===== config.mk =====
export PLATFORM = sky130hd
export DESIGN_NAME = vpic_ctrl
export DESIGN_NICKNAME = d
export VERILOG_FILES = /design/src/rtl/vpic_pkg.sv /design/src/rtl/vpic_prio.sv /design/src/rtl/vpic_isr.sv /design/src/rtl/vpic_ctrl.sv
export SDC_FILE = /design/constraint.sdc
export NUM_CORES = 1
export LEC_CHECK = 0
export BUFFER_PORTS_ARGS = -buffer_cell sky130_fd_sc_hd__buf_2
export CAP_MARGIN = 30
export CORE_UTILIZATION = 50
export CTS_BUF_LIST = sky130_fd_sc_hd__clkbuf_8
export DETAILED_ROUTE_END_ITERATION = 10
export PLACE_DENSITY = 0.87
export SETUP_SLACK_MARGIN = 0.4
export SLEW_MARGIN = 10
export SYNTH_ARGS = -nofsm -noshare
export SYNTH_HDL_FRONTEND = slang
export SYNTH_SLANG_ARGS = --single-unit

===== constraint.sdc =====
create_clock -name clk -period 3.3 [get_ports clk]
set_input_delay 0.33 -clock clk [delete_from_list [all_inputs] [get_ports clk]]
set_output_delay 0.33 -clock clk [all_outputs]
set_load 0.005 [all_outputs]

===== src/rtl/vpic_pkg.sv =====
package vpic_pkg;
  typedef enum logic [2:0] {
    A_CFG  = 3'd0,
    A_PEND = 3'd1,
    A_MASK = 3'd2,
    A_INSV = 3'd3,
    A_VEC  = 3'd4
  } vpic_addr_e;

  localparam int CFG_EN_BIT  = 0;
  localparam int CFG_LVL_LSB = 13;
  localparam int VEC_ACK_BIT = 0;
  localparam int VEC_NUM_LSB = 11;
  localparam int VEC_FIELD_W = 5;
endpackage


===== src/rtl/vpic_prio.sv =====
module vpic_prio #(
  parameter int N     = 32,
  parameter int IDX_W = $clog2(N)
) (
  input  logic [N-1:0]     req_i,
  output logic             any_o,
  output logic [IDX_W-1:0] idx_o
);
  always_comb begin
    any_o = 1'b0;
    idx_o = '0;
    for (int i = 0; i < N; i++) begin
      if (req_i[i]) begin
        any_o = 1'b1;
        idx_o = IDX_W'(i);
      end
    end
  end
endmodule


===== src/rtl/vpic_isr.sv =====
module vpic_isr #(
  parameter int N     = 32,
  parameter int IDX_W = $clog2(N)
) (
  input  logic             clk,
  input  logic             rst_n,
  input  logic             set_i,
  input  logic [IDX_W-1:0] set_idx_i,
  input  logic [N-1:0]     clr_i,
  output logic [N-1:0]     q_o
);
  for (genvar g = 0; g < N; g++) begin : g_bit
    always_ff @(posedge clk or negedge rst_n) begin
      if (!rst_n)                                q_o[g] <= 1'b0;
      else if (set_i && set_idx_i == IDX_W'(g))  q_o[g] <= 1'b1;
      else if (clr_i[g])                         q_o[g] <= 1'b0;
    end
  end
endmodule


===== src/rtl/vpic_ctrl.sv =====
module vpic_ctrl #(
  parameter int NUM_SRC = 32
) (
  input  logic               clk,
  input  logic               rst_n,
  input  logic [NUM_SRC-1:0] src_i,
  input  logic               reg_wr_i,
  input  logic [2:0]         reg_addr_i,
  input  logic [31:0]        reg_wdata_i,
  output logic [31:0]        reg_rdata_o,
  output logic               irq_o,
  output logic [2:0]         irq_level_o,
  output logic               err_irq_o
);
  import vpic_pkg::*;
  localparam int VEC_W = $clog2(NUM_SRC);

  logic               cfg_en_q;
  logic [2:0]         cfg_lvl_q;
  logic [NUM_SRC-1:0] mask_q;
  logic [NUM_SRC-1:0] insv_q;
  logic [VEC_W-1:0]   vec_q;
  logic               err_q;

  logic [NUM_SRC-1:0] elig;
  logic               elig_any;
  logic [VEC_W-1:0]   elig_idx;
  logic               ack, wr_cfg, wr_mask, wr_insv;
  logic [NUM_SRC-1:0] insv_clr;

  assign wr_cfg  = reg_wr_i && reg_addr_i == A_CFG;
  assign wr_mask = reg_wr_i && reg_addr_i == A_MASK;
  assign wr_insv = reg_wr_i && reg_addr_i == A_INSV;
  assign ack     = reg_wr_i && reg_addr_i == A_VEC && reg_wdata_i[VEC_ACK_BIT];

  assign elig = src_i & mask_q & ~insv_q;

  vpic_prio #(.N(NUM_SRC), .IDX_W(VEC_W)) u_prio (
    .req_i (elig),
    .any_o (elig_any),
    .idx_o (elig_idx)
  );

  assign insv_clr = wr_insv ? reg_wdata_i[NUM_SRC-1:0] : '0;

  vpic_isr #(.N(NUM_SRC), .IDX_W(VEC_W)) u_isr (
    .clk       (clk),
    .rst_n     (rst_n),
    .set_i     (ack && elig_any),
    .set_idx_i (elig_idx),
    .clr_i     (insv_clr),
    .q_o       (insv_q)
  );

  always_ff @(posedge clk or negedge rst_n) begin
    if (!rst_n) begin
      cfg_en_q  <= 1'b0;
      cfg_lvl_q <= '0;
      mask_q    <= '0;
      vec_q     <= '0;
      err_q     <= 1'b0;
    end else begin
      if (wr_cfg) begin
        cfg_en_q  <= reg_wdata_i[CFG_EN_BIT];
        cfg_lvl_q <= reg_wdata_i[CFG_LVL_LSB +: 3];
      end
      if (wr_mask) mask_q <= reg_wdata_i[NUM_SRC-1:0];
      if (ack) begin
        vec_q <= elig_any ? elig_idx : '0;
        if (!elig_any) err_q <= 1'b1;
      end else if (wr_insv && reg_wdata_i[0]) begin
        err_q <= 1'b0;
      end
    end
  end

  logic [31:0] src_ext, mask_ext, insv_ext;
  always_comb begin
    src_ext  = '0;
    mask_ext = '0;
    insv_ext = '0;
    src_ext[NUM_SRC-1:0]  = src_i;
    mask_ext[NUM_SRC-1:0] = mask_q;
    insv_ext[NUM_SRC-1:0] = insv_q;
  end

  always_comb begin
    reg_rdata_o = '0;
    case (reg_addr_i)
      A_CFG: begin
        reg_rdata_o[CFG_EN_BIT]           = cfg_en_q;
        reg_rdata_o[CFG_LVL_LSB +: 3]     = cfg_lvl_q;
      end
      A_PEND:  reg_rdata_o = src_ext;
      A_MASK:  reg_rdata_o = mask_ext;
      A_INSV:  reg_rdata_o = insv_ext;
      A_VEC:   reg_rdata_o[VEC_NUM_LSB +: VEC_FIELD_W] = VEC_FIELD_W'(vec_q);
      default: reg_rdata_o = '0;
    endcase
  end

  assign irq_o       = cfg_en_q && elig_any;
  assign irq_level_o = cfg_lvl_q;
  assign err_irq_o   = err_q;
endmodule


==> results by stage <==
Run status:
- The run finished, with violations left.
- The final reports fail on design-rule violations.

Route:
- Across all layers, the routed design uses about 4.3k vias.
- The average via count per standard cell is about 6.2.
- The routed length per instance is 19.0 um.
- For this run, design rule violations remaining after detail routing come to 6.
- The post-detailed-route count of antenna-violating nets is 0.
- The first routing iteration left between 200 and 300 violations.
- The first-pass detailed-route iteration total is 8.
- The sum of routed wire length over all layers is around 13000 um.

Logic synthesis:
- The synthesized netlist net count is 547.
- Of the synthesized area, sequential elements account for 40.2%.
- After synthesis, the cell types taking the most area are sky130_fd_sc_hd__dfrtp_1 (40%), sky130_fd_sc_hd__mux2_2 (16%), sky130_fd_sc_hd__nand2_1 (7.7%).
- A synthesized cell averages 9.65 um^2.
- The area share of the largest cell type after synthesis is 40.2%.
- By count the netlist is led by sky130_fd_sc_hd__nand2_1 (94), sky130_fd_sc_hd__dfrtp_1 (74), sky130_fd_sc_hd__mux2_2 (65).
- Among all flip-flop cells after synthesis, the most frequent one is sky130_fd_sc_hd__dfrtp_1.
- In this run, synthesis produced a sequential element count of between 70 and 80.
- The most area-hungry cell type in the Yosys netlist is sky130_fd_sc_hd__dfrtp_1.
- The number of cells produced by synthesis is between 400 and 500.
- The most frequently used cell type in the post-synthesis netlist is sky130_fd_sc_hd__nand2_1.
- The total of warnings raised by yosys is 0.
- Counting flops with a built-in enable in the synthesized netlist gives 0.
- The share of synthesized flip-flops with an asynchronous set or reset is between 90% and 100%.
- After synthesis the cells add up to roughly 4600 um^2.
- The number of different library cells used by synthesis comes to 58.

Floorplan:
- The height of the die is 98.0 um.
- The number of rows created at floorplan is 34.
- The die footprint is approximately 9600 um^2.
- The die outline width is ~100 um.
- The initial core utilization is 52.3%.
- For this design the top-level I/O count stands at ~110.
- The region available for standard cell placement spans 8810 um^2.

Power and ir drop:
- Of the total power, registers draw approximately 42%.
- For this design the total switching power over the nets is ~0.00098 W.
- The clock network burns approximately a quarter of the power.
- Net switching is 35.1% of the power.
- The combinational power share is approximately 33%.
- The maximum resistive drop on vdd is ~0.24 mV.
- The total power per unit cell area is just over 500 nW/um^2.
- The leakage power of the design is 2.53 nW.
- The internal power of the cells totals 0.00182 W.

Placement:
- The number of input and output port buffers inserted is 106.
- Routability-driven placement finished with a final weighted congestion of about 0.93.
- After legalization and detailed placement, the total HPWL measured about 9500 um.

CTS:
- Gates resized during post-CTS repair numbered 0.
- At the later pin of the worst-skew pair, clock insertion delay measures 0.36 ns.
- In this run the number of H-tree levels came out at 3.
- The count of clock tree sinks is 74.
- TritonCTS created 9 clock buffers.
- Clock-pin slew was measured on the worst setup and hold paths at ~0.070 ns.
- The longest clock path from root to sink contains 2 buffers.
- The clock root buffer is sky130_fd_sc_hd__clkbuf_8.
- The clock tree from TritonCTS is built.

Critical path:
- The setup path with the least slack is of type flip-flop to primary output.
- STA classifies the critical path endpoint as a primary output.
- The maximum net fanout on the critical path is 5.
- The type of element launching the critical path is a flip-flop.
- Data on the critical path is required at its endpoint by 2.97 ns.
- The endpoint arrival time on the critical path is 2.08 ns.

Worst hold path:
- The min-delay analysis places its worst path in the category input port to flip-flop.

Timing:
- The headroom to the max-slew limit is a little over two fifths.
- Summed over all failing endpoints, the final setup total negative slack is 0 ns.
- Setup repair after global routing left no endpoint under its margin.
- In the finished design, the share of the clock period the worst path needs comes to ~73%.
- The worst setup skew after layout is ~0.0064 ns.
- The minimum clock period is ~2.4 ns.
- The maximum clock frequency is around 420 MHz.
- The number of hold violations in the final report is 0.
- The actual transition at the worst max-transition pin is 0.849 ns.
- Setup violations remaining at the end of the flow were counted as 0.
- The final number of max-transition violations is 0.

Global route:
- The number of antenna violations at the first check in global routing came to 0.
- The largest net degree at the start of global routing is 75.
- The total global routing track utilization is roughly 28%.
- The total overflow reported by the global router is 0.
- The wire length of the first global-routing pass is 21300 um.
- The number of global-route vias before repair is ~4.3k.

Finish:
- The number of fill cells is between 700 and 800.
- The number of nets in the finished design is between 600 and 700.
- 0 antenna diodes ended up in the layout.
- The fraction of layout instances using a drive strength above 1 is 38.1%.
- Compared with the post-synthesis result, the final layout area differs by 19.0%.
- Cells fill 62.2% of the core in the end.

Run:
- The tool flagged a number of max-cap violations equal to 0.
-- power groups by stage --
stage          combinational [W]  sequential (W)  clock [W]
2_1_floorplan           0.000622         0.00116          0
3_3_place_gp            0.000883         0.00118          0
3_5_place_dp            0.000907         0.00119          0
4_1_cts                 0.000915         0.00118   0.000691
5_1_grt                  0.00101         0.00120   0.000742
6_report                0.000932         0.00118   0.000688
-- critical path, cell delays in order, from the launching register on --
cell	delay (ns)
sky130_fd_sc_hd__dfrtp_1	0.40
sky130_fd_sc_hd__nand3b_1	0.19
sky130_fd_sc_hd__nand4_1	0.25
sky130_fd_sc_hd__nor2_1	0.31
sky130_fd_sc_hd__nand4_1	0.22
sky130_fd_sc_hd__and2_1	0.23
sky130_fd_sc_hd__buf_2	0.12
-- final cells by class --
class,instances,area (um^2),area share [%]
Clock buffer,10,138,2.51
Inverter,2,7.51,0.137
Multi-Input combinational cell,376,2660,48.6
Tap cell,108,135,2.47
Sequential cell,74,1850,33.8
Timing Repair Buffer,116,636,11.6
Clock inverter,5,47.5,0.868
-- flip-flops by register name, indices dropped and copies added (netlist names) --
register	count
mask_ext	32
u_isr.q_o	32
vec_q	5
irq_level_o	3
cfg_en_q	1
err_irq_o	1
-- layout by cell type, fill, tap and decap left out, drive strengths merged, types with 3 or more instances in the layout --
cell / Yosys / routed
a21oi: 3 / 3
a22oi: 29 / 29
a31oi: 3 / 3
a32o: 3 / 3
and2: 7 / 7
and3: 3 / 3
buf: 9 / 115
clkbuf: 16 / 10
dfrtp: 74 / 74
inv: 2 / 4
mux2: 65 / 65
mux2i: 3 / 3
nand2: 94 / 94
nand2b: 3 / 3
nand3: 4 / 4
nand3b: 27 / 27
nand4: 8 / 8
nor2: 43 / 43
nor3: 4 / 4
o211ai: 4 / 4
o21ai: 23 / 23
o22ai: 5 / 5
o31ai: 15 / 15
-- routing by layer --
metal  track usage, %  wire (um)  part of all wire [%]
met5                0          0                     0
met4             14.1        335                   2.6
met3             4.01        897                   6.8
met2             46.5       6410                    49
met1             36.5       5460                    42
-- per-stage QoR --
stage                     worst slack, ns  cell area, um^2  hold WS (ns)  instances  total power [W]
after global placement              0.875             5240         0.467        673          0.00206
after global routing                0.754             5480         0.217        691          0.00295
after detailed placement            0.711             5260         0.485        674          0.00210
after floorplan                      1.38             4600        0.0344        477          0.00178
final                               0.891             5480         0.223        691          0.00280
after CTS                           0.932             5440         0.212        689          0.00278
-- cells by family after synthesis --
group / share of synthesized area, %
compound gates: 15.5
buf+inv: 2.34
flops: 40.2
simple gates: 24.4
mux: 17.5
-- final timing paths --
kind / startpoint / endpoint / slack, ns / cells past startpoint
setup / recovery: mask_ext[26]$_DFFE_PN0P_ / irq_o / 0.89 / 6
hold / removal: reg_wdata_i[9] / mask_ext[9]$_DFFE_PN0P_ / 0.22 / 2
setup reg to reg: mask_ext[26]$_DFFE_PN0P_ / u_isr.q_o[2]$_DFFE_PN0P_ / 0.96 / 7
hold reg to reg: u_isr.q_o[26]$_DFFE_PN0P_ / u_isr.q_o[26]$_DFFE_PN0P_ / 0.50 / 2
max in group asynchronous: rst_n / mask_ext[23]$_DFFE_PN0P_ / 2.24 / 4
min in group asynchronous: rst_n / mask_ext[3]$_DFFE_PN0P_ / 0.49 / 3
-- repair_timing --
action                     CTS  global route
hold endpoints to repair     0            24
setup endpoints to repair    0             0
buffers inserted             0             0
hold buffers                 0             1
No activity file was read; power rests on OpenSTA's default activity.
